File: config.mk
export PLATFORM = sky130hd
export DESIGN_NAME = staircase_leg
export DESIGN_NICKNAME = d
export VERILOG_FILES = /design/src/rtl/staircase_leg.sv
export SDC_FILE = /design/constraint.sdc
export NUM_CORES = 1
export LEC_CHECK = 0
export BUFFER_PORTS_ARGS = -buffer_cell sky130_fd_sc_hd__buf_2
export CORE_MARGIN = 2
export CORE_UTILIZATION = 45
export DETAILED_ROUTE_END_ITERATION = 12
export PLACE_DENSITY_LB_ADDON = 0.25
export SYNTH_ARGS = -nofsm -noshare
export SYNTH_HDL_FRONTEND = slang
export SYNTH_SLANG_ARGS = --single-unit
File: constraint.sdc
create_clock -name clk -period 5.96 [get_ports clk]
set_input_delay 0.596 -clock clk [delete_from_list [all_inputs] [get_ports clk]]
set_output_delay 0.596 -clock clk [all_outputs]
set_load 0.03 [all_outputs]
File: src/rtl/staircase_leg.sv
module staircase_leg #(
  parameter int PW = 16
) (
  input  logic            clk,
  input  logic            rst_n,
  input  logic [PW-1:0]   phase,
  input  logic            ang_wr,
  input  logic [4*PW-1:0] ang_set,
  output logic [2:0]      level,
  output logic [3:0]      gate,
  output logic            cfg_err
);
  localparam int QW = PW - 2;
  localparam logic [PW-1:0] QTR = {2'b01, {QW{1'b0}}};

  logic [3:0][PW-1:0] nset, act, pend, eff;
  logic               act_v, pend_v, take, eff_v, set_ok;
  logic [PW-1:0]      low, x;
  logic [1:0]         mag;
  logic [2:0]         nxt_lvl;

  assign nset   = ang_set;
  assign set_ok = (nset[0] <= nset[1]) && (nset[1] <= nset[2]) &&
                  (nset[2] <= nset[3]) && (nset[3] < QTR);
  assign take   = (phase == '0) && pend_v;
  assign eff    = take ? pend : act;
  assign eff_v  = take | act_v;
  assign low    = {2'b00, phase[QW-1:0]};
  assign x      = phase[QW] ? (QTR - low) : low;

  always_comb begin
    mag = 2'd0;
    for (int i = 0; i < 3; i++)
      if (x >= eff[i]) mag = mag + 2'd1;
    if (x >= eff[3]) mag = mag - 2'd1;
  end

  assign nxt_lvl = !eff_v          ? 3'd3 :
                   phase[PW-1]     ? 3'd3 - {1'b0, mag} :
                                     3'd3 + {1'b0, mag};

  always_ff @(posedge clk) begin
    if (!rst_n) begin
      act     <= '0;
      pend    <= '0;
      act_v   <= 1'b0;
      pend_v  <= 1'b0;
      level   <= 3'd3;
      cfg_err <= 1'b0;
    end else begin
      level <= nxt_lvl;
      if (take) begin
        act    <= pend;
        act_v  <= 1'b1;
        pend_v <= 1'b0;
      end
      if (ang_wr) begin
        if (set_ok) begin
          pend    <= nset;
          pend_v  <= 1'b1;
          cfg_err <= 1'b0;
        end else begin
          cfg_err <= 1'b1;
        end
      end
    end
  end

  always_comb begin
    case (level)
      3'd6:    gate = 4'b1111;
      3'd5:    gate = 4'b1110;
      3'd4:    gate = 4'b1100;
      3'd3:    gate = 4'b1000;
      3'd2:    gate = 4'b0011;
      3'd1:    gate = 4'b0001;
      default: gate = 4'b0000;
    endcase
  end


  level_range_chk: assert property (@(posedge clk) disable iff (!rst_n)
    level <= 3'd6);


  upper_half_chk: assert property (@(posedge clk) disable iff (!rst_n)
    !$past(phase[PW-1]) |-> level >= 3'd3);


  lower_half_chk: assert property (@(posedge clk) disable iff (!rst_n)
    $past(phase[PW-1]) |-> level <= 3'd3);


  reject_hold_chk: assert property (@(posedge clk) disable iff (!rst_n)
    ang_wr && !set_ok |=> cfg_err && $stable(pend));


  accept_clear_chk: assert property (@(posedge clk) disable iff (!rst_n)
    ang_wr && set_ok |=> !cfg_err);


  swap_at_wrap_chk: assert property (@(posedge clk) disable iff (!rst_n)
    !$stable(act) |-> $past(phase) == '0);
endmodule

==> results of run 1 <==
==> worst max-delay path, stage by stage <==
cell      delay [ps]
buf_2            110
inv_1             70
ha_1             180
or4b_1           550
nor4_4           220
and3_4           300
buf_4            340
mux2i_1          290
ha_1             270
a21o_1           150
a21o_1           160
a21o_1           170
a211oi_1         220
nor2_1            90
o41ai_1          270
ha_1             320
nor3_1           310
xor2_1           230
mux2i_1          110
ha_1             310
and3b_1          160
a211oi_1         160
==> cell type report <==
| type | instances | share of cell area |
|---|---|---|
| Tap cell | 225 | 0.03038 |
| Timing Repair Buffer | 97 | 0.05454 |
| Clock buffer | 20 | 0.04820 |
| Multi-Input combinational cell | 646 | 0.5379 |
| Clock inverter | 12 | 0.01809 |
| Inverter | 53 | 0.02147 |
| Sequential cell | 134 | 0.2895 |
==> cells in the mapped netlist (5+ instances only) <==
cell type	number
nand4_1	15
nor2_1	14
a21oi_1	18
mux2_2	5
a211oi_1	12
xnor2_1	13
o31ai_1	5
and2_1	6
ha_1	112
o21ai_0	22
mux2i_1	122
o21a_1	11
inv_1	53
nand2b_1	9
o211ai_1	6
dfxtp_1	134
nor3_1	6
a21o_1	17
nand2_1	140
buf_2	9
clkbuf_1	22
nor2b_1	66
==> how the worst min path moves through the flow <==
stage,to,cells after the start,slack (ps)
5_1_grt,level[2],2,380
2_1_floorplan,pend[0],2,430
6_report,level[2],2,380
3_5_place_dp,pend[14],2,450
4_1_cts,level[2],2,360
3_3_place_gp,pend[14],2,450
==> metrics by stage <==
stage / cell area (um2) / utilization / cells / power, uW
6_report: 9268 / 0.5340 / 1187 / 2347
5_1_grt: 9268 / 0.5340 / 1187 / 2451
4_1_cts: 9268 / 0.5340 / 1187 / 2366
3_5_place_dp: 8653 / 0.4986 / 1155 / 1271
3_3_place_gp: 8653 / 0.4986 / 1155 / 1265
2_1_floorplan: 8024 / - / 869 / 1153
==> cell families (layout without fill, tap and decap cells) <==
logic type / Yosys count / in the layout / synth area share
XOR/XNOR: 14 / 14 / 0.01528
adder cells (fa/ha/maj): 112 / 112 / 0.1746
AND/OR/NAND/NOR: 282 / 282 / 0.1753
buffers and inverters: 89 / 182 / 0.04584
AO/OA/AOI/OAI: 111 / 111 / 0.09543
multiplexers: 127 / 127 / 0.1592
flip-flops: 134 / 134 / 0.3343
==> sequential cells by signal, summed over array words and instances, names as in the netlist <==
signal,flops
level,3
act_v,1
pend_v,1
pend,64
act,64
cfg_err,1
==> cells in the final DEF, fill, tap and decap left out, types with 3 or more instances in the layout <==
master      Yosys  routed
a2111oi_0       3       3
a211oi_1       12      12
a21o_1         17      17
a21oi_1        18      18
and2_1          6       6
and3b_1         3       3
buf_2           9      89
buf_4           4       8
bufinv_16       0       3
clkbuf_16       0      17
clkinvlp_4      0       3
dfxtp_1       134     134
ha_1          112     112
inv_1          53      53
inv_6           0       3
mux2_2          5       5
mux2i_1       122     122
nand2_1       140     140
nand2b_1        9       9
nand3_1         4       4
nand4_1        15      15
nor2_1         14      14
nor2b_1        66      66
nor3_1          6       6
nor4_1          4       3
o211ai_1        6       6
o21a_1         11      11
o21ai_0        22      22
o31ai_1         5       5
o41ai_1         4       4
xnor2_1        13      13
==> routing by layer <==
| layer | track usage | part of all wire | vias to the layer above |
|---|---|---|---|
| li1 | - | - | 3210 |
| met1 | 0.2714 | 0.46 | 2945 |
| met2 | 0.3776 | 0.50 | 87 |
| met3 | 0.04194 | 0.027 | 17 |
| met4 | 0.06071 | 0.013 | 0 |
| met5 | 0 | 0 | - |
==> power breakdown <==
group          switching (uW)  total, uW  internal [uW]
clock                     416       1090            677
sequential               5.75        910            904
combinational             200        345            145
total                     621       2350           1730
==> qor.yml, run 1 <==
tightestPinTransition_ps: 932.5
ant_nets: 0
diodes: 0
cp-start-kind: "input pin"
route.final.wire_length_um: 19900
max_clock_freq_mhz: 190.1
core.rowCount: 48
critPathKind: "in2reg"
dp.final_hpwl_um: 15480
hold_path_class: "in2reg"
via_count: 6259
finalWorstSetupSlack_ps: 699.0
detail_route.iter0.violations: 276
r2r-end: "level[1]"
floorplan.core_area_um2: 17360
maxSlewViolCount: 0
report.final.hold_viol_count: 0
tritoncts: "yes"
grt_antenna_before_repair: 0
maxSlewHeadroom: 0.3718
synth_edf_count: 0
gp_routability_congestion: 0.8767
final.fill_count: 1593
design.die.area_um2: 18910
sequential_cell_area_fraction_in_the_yosys_report: 0.3343
share_of_synthesized_flip_flops_with_an_asynchronous_set_or_reset: 0
avgViaCountPerCell: 5.273
synth.avg_cell_area_um2: 9.234
grt_usage: 0.2165
worst_hold_startpoint: "phase[15]"
area_share_of_the_largest_cell_type_after_synthesis: 0.3343
syn2layout_area_growth_pct: 15.50
fin_nets: 1144
synth-seq-cells: 134
cts-resized-gates: 0
floorplan.initialDensity: 0.4623
dominantRegCellSynth: "dfxtp_1"
syn-instance-count: 869
total_leakage_power_uw: 0.003785
power_density_nw_per_um2: 253.2
hold_slack_ps: 384.5
rrSetupSlack_ps: 1740
drt_drc_violations_left: 0
reg2reg_from: "pend_v"
drive_gt1_frac: 0.1455
result_of_the_run: "finished, final reports clean"
ys.warnings.count: 0
pre_cts_slack_ps: 259.8
synth_fp_nets: 1064
sequential_area_um2: 2683
max_clock_skew_ps: 13.89
maxCapViolCount: 0
cts_htree_levels: 4
final_period_minus_worst_setup_slack_ps: 5261
path_max_fanout: 20
dieHeight_um: 137.5
tritoncts.num_buffers: 17
timing.critical_path.required_ps: 6300
area_taken_by_multi_input_logic_gates_um2: 4985
cell_area_after_synthesis_um2: 8024
first_global_vias: 5786
drt-wirelength-per-cell_um: 16.76
power.ir.vdd_worst_mv: 0.2070
destination_of_the_critical_timing_path: "level[1]"
cts.repair_timing.setup_buffer_count: 0
arrival_time_at_the_worst_endpoint_ps: 5600
period_utilisation_layout: 0.8827
numPortBuffers: 90
die_width_um: 137.5
timing.setup.tns_ps: 0
drt_first_pass_iters: 5
worstSkewPairLatency_ps: 430
r2r.worst_path.cells: 17
netlist_top_cells_area: "dfxtp_1 (33%), ha_1 (17%), mux2i_1 (15%), nand2_1 (6.5%), nor2b_1 (5.1%)"
crit_path_start: "phase[0]"
clock_sinks: 134
synth_area_leader_cell: "dfxtp_1"
critPathCaptureType: "register"
grt_setup_unrepaired: "false"
clk_pin_slew_worst_paths_ps: 60
grt_max_degree: 99
grt.overflow.total: 0
max-clock-path-buffers: 2
pin_count: 91
postCtsHoldBufs: 0
clk_root_buf: "clkbuf_16"
netlist-cell-type-count: 49
final_setup_viols: 0
grt_pass1_wl_um: 30570
Note: power is estimated with default switching activity, not from simulation.
==> inputs of run 2 (changes only) <==
--- a/config.mk
+++ b/config.mk
@@ -5,8 +5,8 @@
 export SDC_FILE = /design/constraint.sdc
 export NUM_CORES = 1
 export LEC_CHECK = 0
-export BUFFER_PORTS_ARGS = -buffer_cell sky130_fd_sc_hd__buf_2
-export CORE_MARGIN = 2
+export BUFFER_PORTS_ARGS = -buffer_cell sky130_fd_sc_hd__buf_4
+export CORE_MARGIN = 4
 export CORE_UTILIZATION = 45
 export DETAILED_ROUTE_END_ITERATION = 12
 export PLACE_DENSITY_LB_ADDON = 0.25
==> constraint.sdc (replaced) <==
create_clock -name clk -period 4.69 [get_ports clk]
set_input_delay 0.469 -clock clk [delete_from_list [all_inputs] [get_ports clk]]
set_output_delay 0.469 -clock clk [all_outputs]
set_load 0.03 [all_outputs]
==> run 2 against run 1 <==
Compared with the run above:
- the flow now finishes with violations (setup timing)
- critical path depth shrank 2
- total power grew 35%
- clock power grew 35%
- via count grew 3.9%
- global-route usage shrank 0.53 points
- clock skew shrank 8.1 ps
- register-to-register slack lost 1100 ps
- largest cell class unchanged
==> qor.yml, run 2 (same netlist as run 1, synthesis figures left out) <==
result_of_the_run: "complete, but fails checks"
failed_checks: "setup timing"
tritoncts: "yes"
grt_antenna_before_repair: 0
path_max_fanout: 5
ant_nets: 0
maxSlewViolCount: 0
grt.overflow.total: 0
route.final.wire_length_um: 20980
clock_sinks: 134
pin_count: 91
cts_htree_levels: 4
diodes: 0
maxCapViolCount: 0
tightestPinTransition_ps: 777.6
grt_usage: 0.2112
hold_slack_ps: 245.3
period_utilisation_layout: 1.013
die_width_um: 141.5
clk_root_buf: "clkbuf_16"
timing.critical_path.required_ps: 5030
drive_gt1_frac: 0.2253
layout.cells.most_common_list: "buf_4 (163), nand2_1 (140), dfxtp_1 (134)"
finalWorstSetupSlack_ps: -60.41
syn2layout_area_growth_pct: 28.29
fin_nets: 1216
power.clock.fraction: 0.465
max_clock_skew_ps: 5.825
floorplan.initialDensity: 0.4623
core.rowCount: 48
via_count: 6505
total_leakage_power_uw: 0.004279
grt_pass1_wl_um: 33470
area_taken_by_multi_input_logic_gates_um2: 5105
design.die.area_um2: 20030
drt_drc_violations_left: 0
report.final.hold_viol_count: 0
mostFrequentLayoutCell: "buf_4"
internal_power_uw: 2330
power.ir.vdd_worst_mv: 0.2638
p_switching_uw: 831.6
final_core_util: 0.5931
final_period_minus_worst_setup_slack_ps: 4750
cp-start-kind: "input pin"
tritoncts.num_buffers: 17
max-clock-path-buffers: 2
grt_max_degree: 106
hold_path_class: "in2reg"
floorplan.core_area_um2: 17360
top_regs: "act (64), pend (64), level (3)"
gp_routability_congestion: 0.8762
max_clock_freq_mhz: 210.5
maxSlewHeadroom: 0.4816
drt_first_pass_iters: 5
arrival_time_at_the_worst_endpoint_ps: 5090
final_setup_viols: 1
power.sequential.fraction: 0.365
clk_pin_slew_worst_paths_ps: 60
sequential_area_um2: 2683
p_sw_frac: 0.2631
power_density_nw_per_um2: 307.1
comb_power_share: 0.169
avgViaCountPerCell: 5.167
postCtsHoldBufs: 0
critPathCaptureType: "register"
drt-wirelength-per-cell_um: 16.66
grt_setup_unrepaired: "true"
dieHeight_um: 141.5
final.fill_count: 1547
worstSkewPairLatency_ps: 420
detail_route.iter0.violations: 282
critPathKind: "in2reg"
dp.final_hpwl_um: 16140
first_global_vias: 6549
numPortBuffers: 90
-- run 2: final timing paths --
kind	start	to	slack, ps	cells after the start
hold reg to reg	pend[23]	pend[23]	460	2
setup reg to reg	pend_v	level[1]	640	17
hold / removal	phase[15]	level[2]	250	2
setup / recovery	phase[8]	level[1]	-60	20
-- run 2: what timing repair did --
item | in CTS | in global routing
endpoints found under the setup margin | 1 | 2
gates cloned | 1 | 0
resized for setup | 8 | 3
setup buffers | 5 | 0
pin swaps | 11 | 3
-- run 2: power groups by stage --
stage,Sequential (uW),Clock (uW),Combinational [uW]
global route,1160,1540,599
detailed placement,1180,0,511
finish,1160,1470,535
floorplan,1180,0,294
global placement,1180,0,502
CTS,1160,1490,529
-- run 2: layout make-up --
cell class,instances,share of cell area
inverters,53,0.02079
flip-flops and latches,134,0.2606
repair buffers,169,0.1318
clock inverters,14,0.02091
clock buffers,18,0.04266
multi-input cells,646,0.4959
well taps,225,0.02735
-- run 2: layer usage --
metal	global-route usage	wire [um]	up-vias
met1	0.2699	9300	3022
met3	0.03707	802	31
li1	-	-	3345
met2	0.3617	10380	107
met4	0.06869	491	0
met5	0	0	-
-- run 2: critical path, stage by stage --
cell and delay, ps:
buf_4 110, or4_4 550, nor4_4 280, and3_4 260, buf_12 130, buf_4 150
mux2i_2 240, ha_1 260, a21o_1 180, a21o_1 190, a211oi_2 240, nor2_1 100
o41ai_2 360, ha_1 340, nor3_2 240, xor2_1 230, mux2i_1 110, ha_1 270
and3b_1 170, a211oi_2 190
-- run 2: through the flow --
| stage | std cells | area, um2 | worst slack [ps] | power, uW | TNS (ps) |
|---|---|---|---|---|---|
| global placement | 1221 | 9508 | -477.9 | 1682 | -686.4 |
| global route | 1259 | 10290 | -241.3 | 3296 | -241.3 |
| CTS | 1259 | 10280 | 3.984 | 3171 | 0 |
| detailed placement | 1221 | 9508 | -647.3 | 1692 | -1105 |
| finish | 1259 | 10290 | -60.41 | 3161 | -60.41 |
| floorplan | 869 | 8125 | -361.0 | 1473 | -448.4 |
==> inputs of run 3 (changes only) <==
--- a/config.mk
+++ b/config.mk
@@ -5,9 +5,10 @@
 export SDC_FILE = /design/constraint.sdc
 export NUM_CORES = 1
 export LEC_CHECK = 0
+export ABC_AREA = 1
 export BUFFER_PORTS_ARGS = -buffer_cell sky130_fd_sc_hd__buf_4
 export CORE_MARGIN = 4
-export CORE_UTILIZATION = 45
+export CORE_UTILIZATION = 50
 export DETAILED_ROUTE_END_ITERATION = 12
 export PLACE_DENSITY_LB_ADDON = 0.25
 export SYNTH_ARGS = -nofsm -noshare
==> run 3 against run 2 <==
Compared with the run above:
- the run now ends clean
- non-clock buffer count down 66
- design area down 10%
- cell count up 2.5%
- die area down 12%
- synthesized cell count up 15%
- critical path depth up 5
- clock power down 3%
- fmax up 16%
==> qor.yml, run 3 <==
synth.top_cells.by_count: "nor2_1 (215), dfxtp_1 (134), ha_1 (112), nand2_1 (112), inv_1 (110)"
netlist-cell-type-count: 33
design.die.area_um2: 17610
top_regs: "act (64), pend (64), level (3)"
max-clock-path-buffers: 2
drt-wirelength-per-cell_um: 15.14
core.rowCount: 45
report.final.hold_viol_count: 0
critPathKind: "in2reg"
ant_nets: 0
final-instance-count-excl-fill: 1290
power.ir.vdd_worst_mv: 0.2694
tightestPinTransition_ps: 1198
period_utilisation_layout: 0.8764
cts-resized-gates: 0
max_clock_skew_ps: 9.336
dominantRegCellSynth: "dfxtp_1"
timing.critical_path.required_ps: 5000
result_of_the_run: "finished, final reports clean"
cell_area_after_synthesis_um2: 7777
first_global_vias: 6296
die_width_um: 132.7
grt_max_degree: 69
dp.final_hpwl_um: 14890
critPathCaptureType: "register"
floorplan.initialDensity: 0.5116
grt_pass1_wl_um: 31860
postCtsHoldBufs: 0
diodes: 0
grt_setup_unrepaired: "false"
final.fill_count: 1428
fin_nets: 1284
tritoncts: "yes"
tritoncts.num_buffers: 17
worstSkewPairLatency_ps: 420
drive_gt1_frac: 0.1388
floorplan.core_area_um2: 15200
p_switching_uw: 778.6
cts_htree_levels: 4
netlist_top_cells_area: "dfxtp_1 (34%), ha_1 (18%), nor2_1 (10%), mux2i_1 (7.1%), o21ai_0 (5.5%)"
avgViaCountPerCell: 5.196
detail_route.iter0.violations: 418
final_core_util: 0.6077
final_period_minus_worst_setup_slack_ps: 4110
internal_power_uw: 2265
drt_drc_violations_left: 0
drt_first_pass_iters: 5
max_clock_freq_mhz: 243.3
layout.cells.most_common_list: "nor2_1 (215), dfxtp_1 (134), nand2_1 (112), ha_1 (112), inv_1 (110)"
share_of_synthesized_flip_flops_with_an_asynchronous_set_or_reset: 0
power_density_nw_per_um2: 329.5
mostFrequentLayoutCell: "nor2_1"
pin_count: 91
clk_pin_slew_worst_paths_ps: 60
synth_area_leader_cell: "dfxtp_1"
synth-seq-cells: 134
maxSlewViolCount: 0
timing.setup.tns_ps: 0
path_max_fanout: 31
synth_edf_count: 0
yosys.cell_count.top_type: "nor2_1"
post-place-cells: 1258
grt_usage: 0.2255
synth_fp_nets: 1197
numPortBuffers: 90
hold_path_class: "in2reg"
grt.overflow.total: 0
grt_antenna_before_repair: 0
maxCapViolCount: 0
p_sw_frac: 0.2558
clk_root_buf: "clkbuf_16"
clock_sinks: 134
sequential_cell_area_fraction_in_the_yosys_report: 0.3449
power.clock.fraction: 0.465
syn-instance-count: 1002
arrival_time_at_the_worst_endpoint_ps: 4420
total_leakage_power_uw: 0.004725
via_count: 6703
final_setup_viols: 0
cts.repair_timing.setup_buffer_count: 0
syn2layout_area_growth_pct: 18.77
synth.avg_cell_area_um2: 7.762
hold_slack_ps: 256.7
dieHeight_um: 132.7
cp-start-kind: "input pin"
route.final.wire_length_um: 19530
area_share_of_the_largest_cell_type_after_synthesis: 0.3449
gp_routability_congestion: 0.8987
comb_power_share: 0.151
power.sequential.fraction: 0.384
ys.warnings.count: 0
maxSlewHeadroom: 0.2016
[run 3: worst max-delay path, stage by stage]
cell and delay [ps]:
buf_4 110, inv_1 160, ha_1 200, nand2_1 120, nor2_4 210, nand3_4 400, buf_12 360, mux2i_1 220
ha_1 270, a21oi_1 140, o21ai_0 130, a21oi_1 210, o211ai_2 140, inv_1 80, ha_1 260, inv_1 80
nand3_1 110, nand2_2 100, nand3_1 100, nand2_1 80, inv_1 40, ha_1 260, nor2_1 40, nor2_1 90
nand2_1 60
[run 3: cells by family after synthesis]
kind of cell	after synthesis	share of synthesized area
AND/OR/NAND/NOR	376	0.1959
AO/OA/AOI/OAI	164	0.1133
buffers and inverters	147	0.07915
flip-flops	134	0.3449
adder cells (fa/ha/maj)	112	0.1802
multiplexers	55	0.07079
XOR/XNOR	14	0.01577
[run 3: through the flow]
step / area [um2] / worst slack (ps) / power, uW
after floorplan: 7777 / 892.0 / 1476
after global placement: 8606 / 291.3 / 1634
after detailed placement: 8606 / 222.4 / 1647
after CTS: 9238 / 595.7 / 3054
after global routing: 9238 / 147.7 / 3178
final: 9238 / 579.6 / 3044
[run 3: path summary, 6_finish.rpt]
kind	start	endpoint	slack (ps)	cells past startpoint
worst max-delay path	phase[0]	level[1]	580	25
worst min-delay path	phase[15]	level[2]	260	2
worst max register to register	pend_v	level[1]	1040	25
worst min register to register	pend[62]	pend[62]	440	2
[run 3: cell type report]
| cell class | instances | area [um2] | share of cell area |
|---|---|---|---|
| multi-input cells | 721 | 4479 | 0.4849 |
| flip-flops and latches | 134 | 2683 | 0.2904 |
| repair buffers | 103 | 785.8 | 0.08506 |
| clock buffers | 20 | 456.7 | 0.04944 |
| inverters | 112 | 422.9 | 0.04578 |
| well taps | 188 | 235.2 | 0.02546 |
| clock inverters | 12 | 175.2 | 0.01896 |
[run 3: metal layers]
layer	vias up	share of wire	wire [um]	track usage
li1	3465	-	-	-
met3	23	0.064	1247	0.04068
met1	3018	0.50	9790	0.3339
met4	0	0.015	291	0.05889
met2	197	0.42	8199	0.3381
met5	-	0	0	0
[run 3: power groups by stage]
stage               Sequential (uW)  Combinational [uW]  Clock [uW]
detailed placement             1190                 455           0
floorplan                      1190                 289           0
global placement               1190                 443           0
CTS                            1170                 462        1430
global route                   1170                 532        1480
finish                         1170                 461        1420
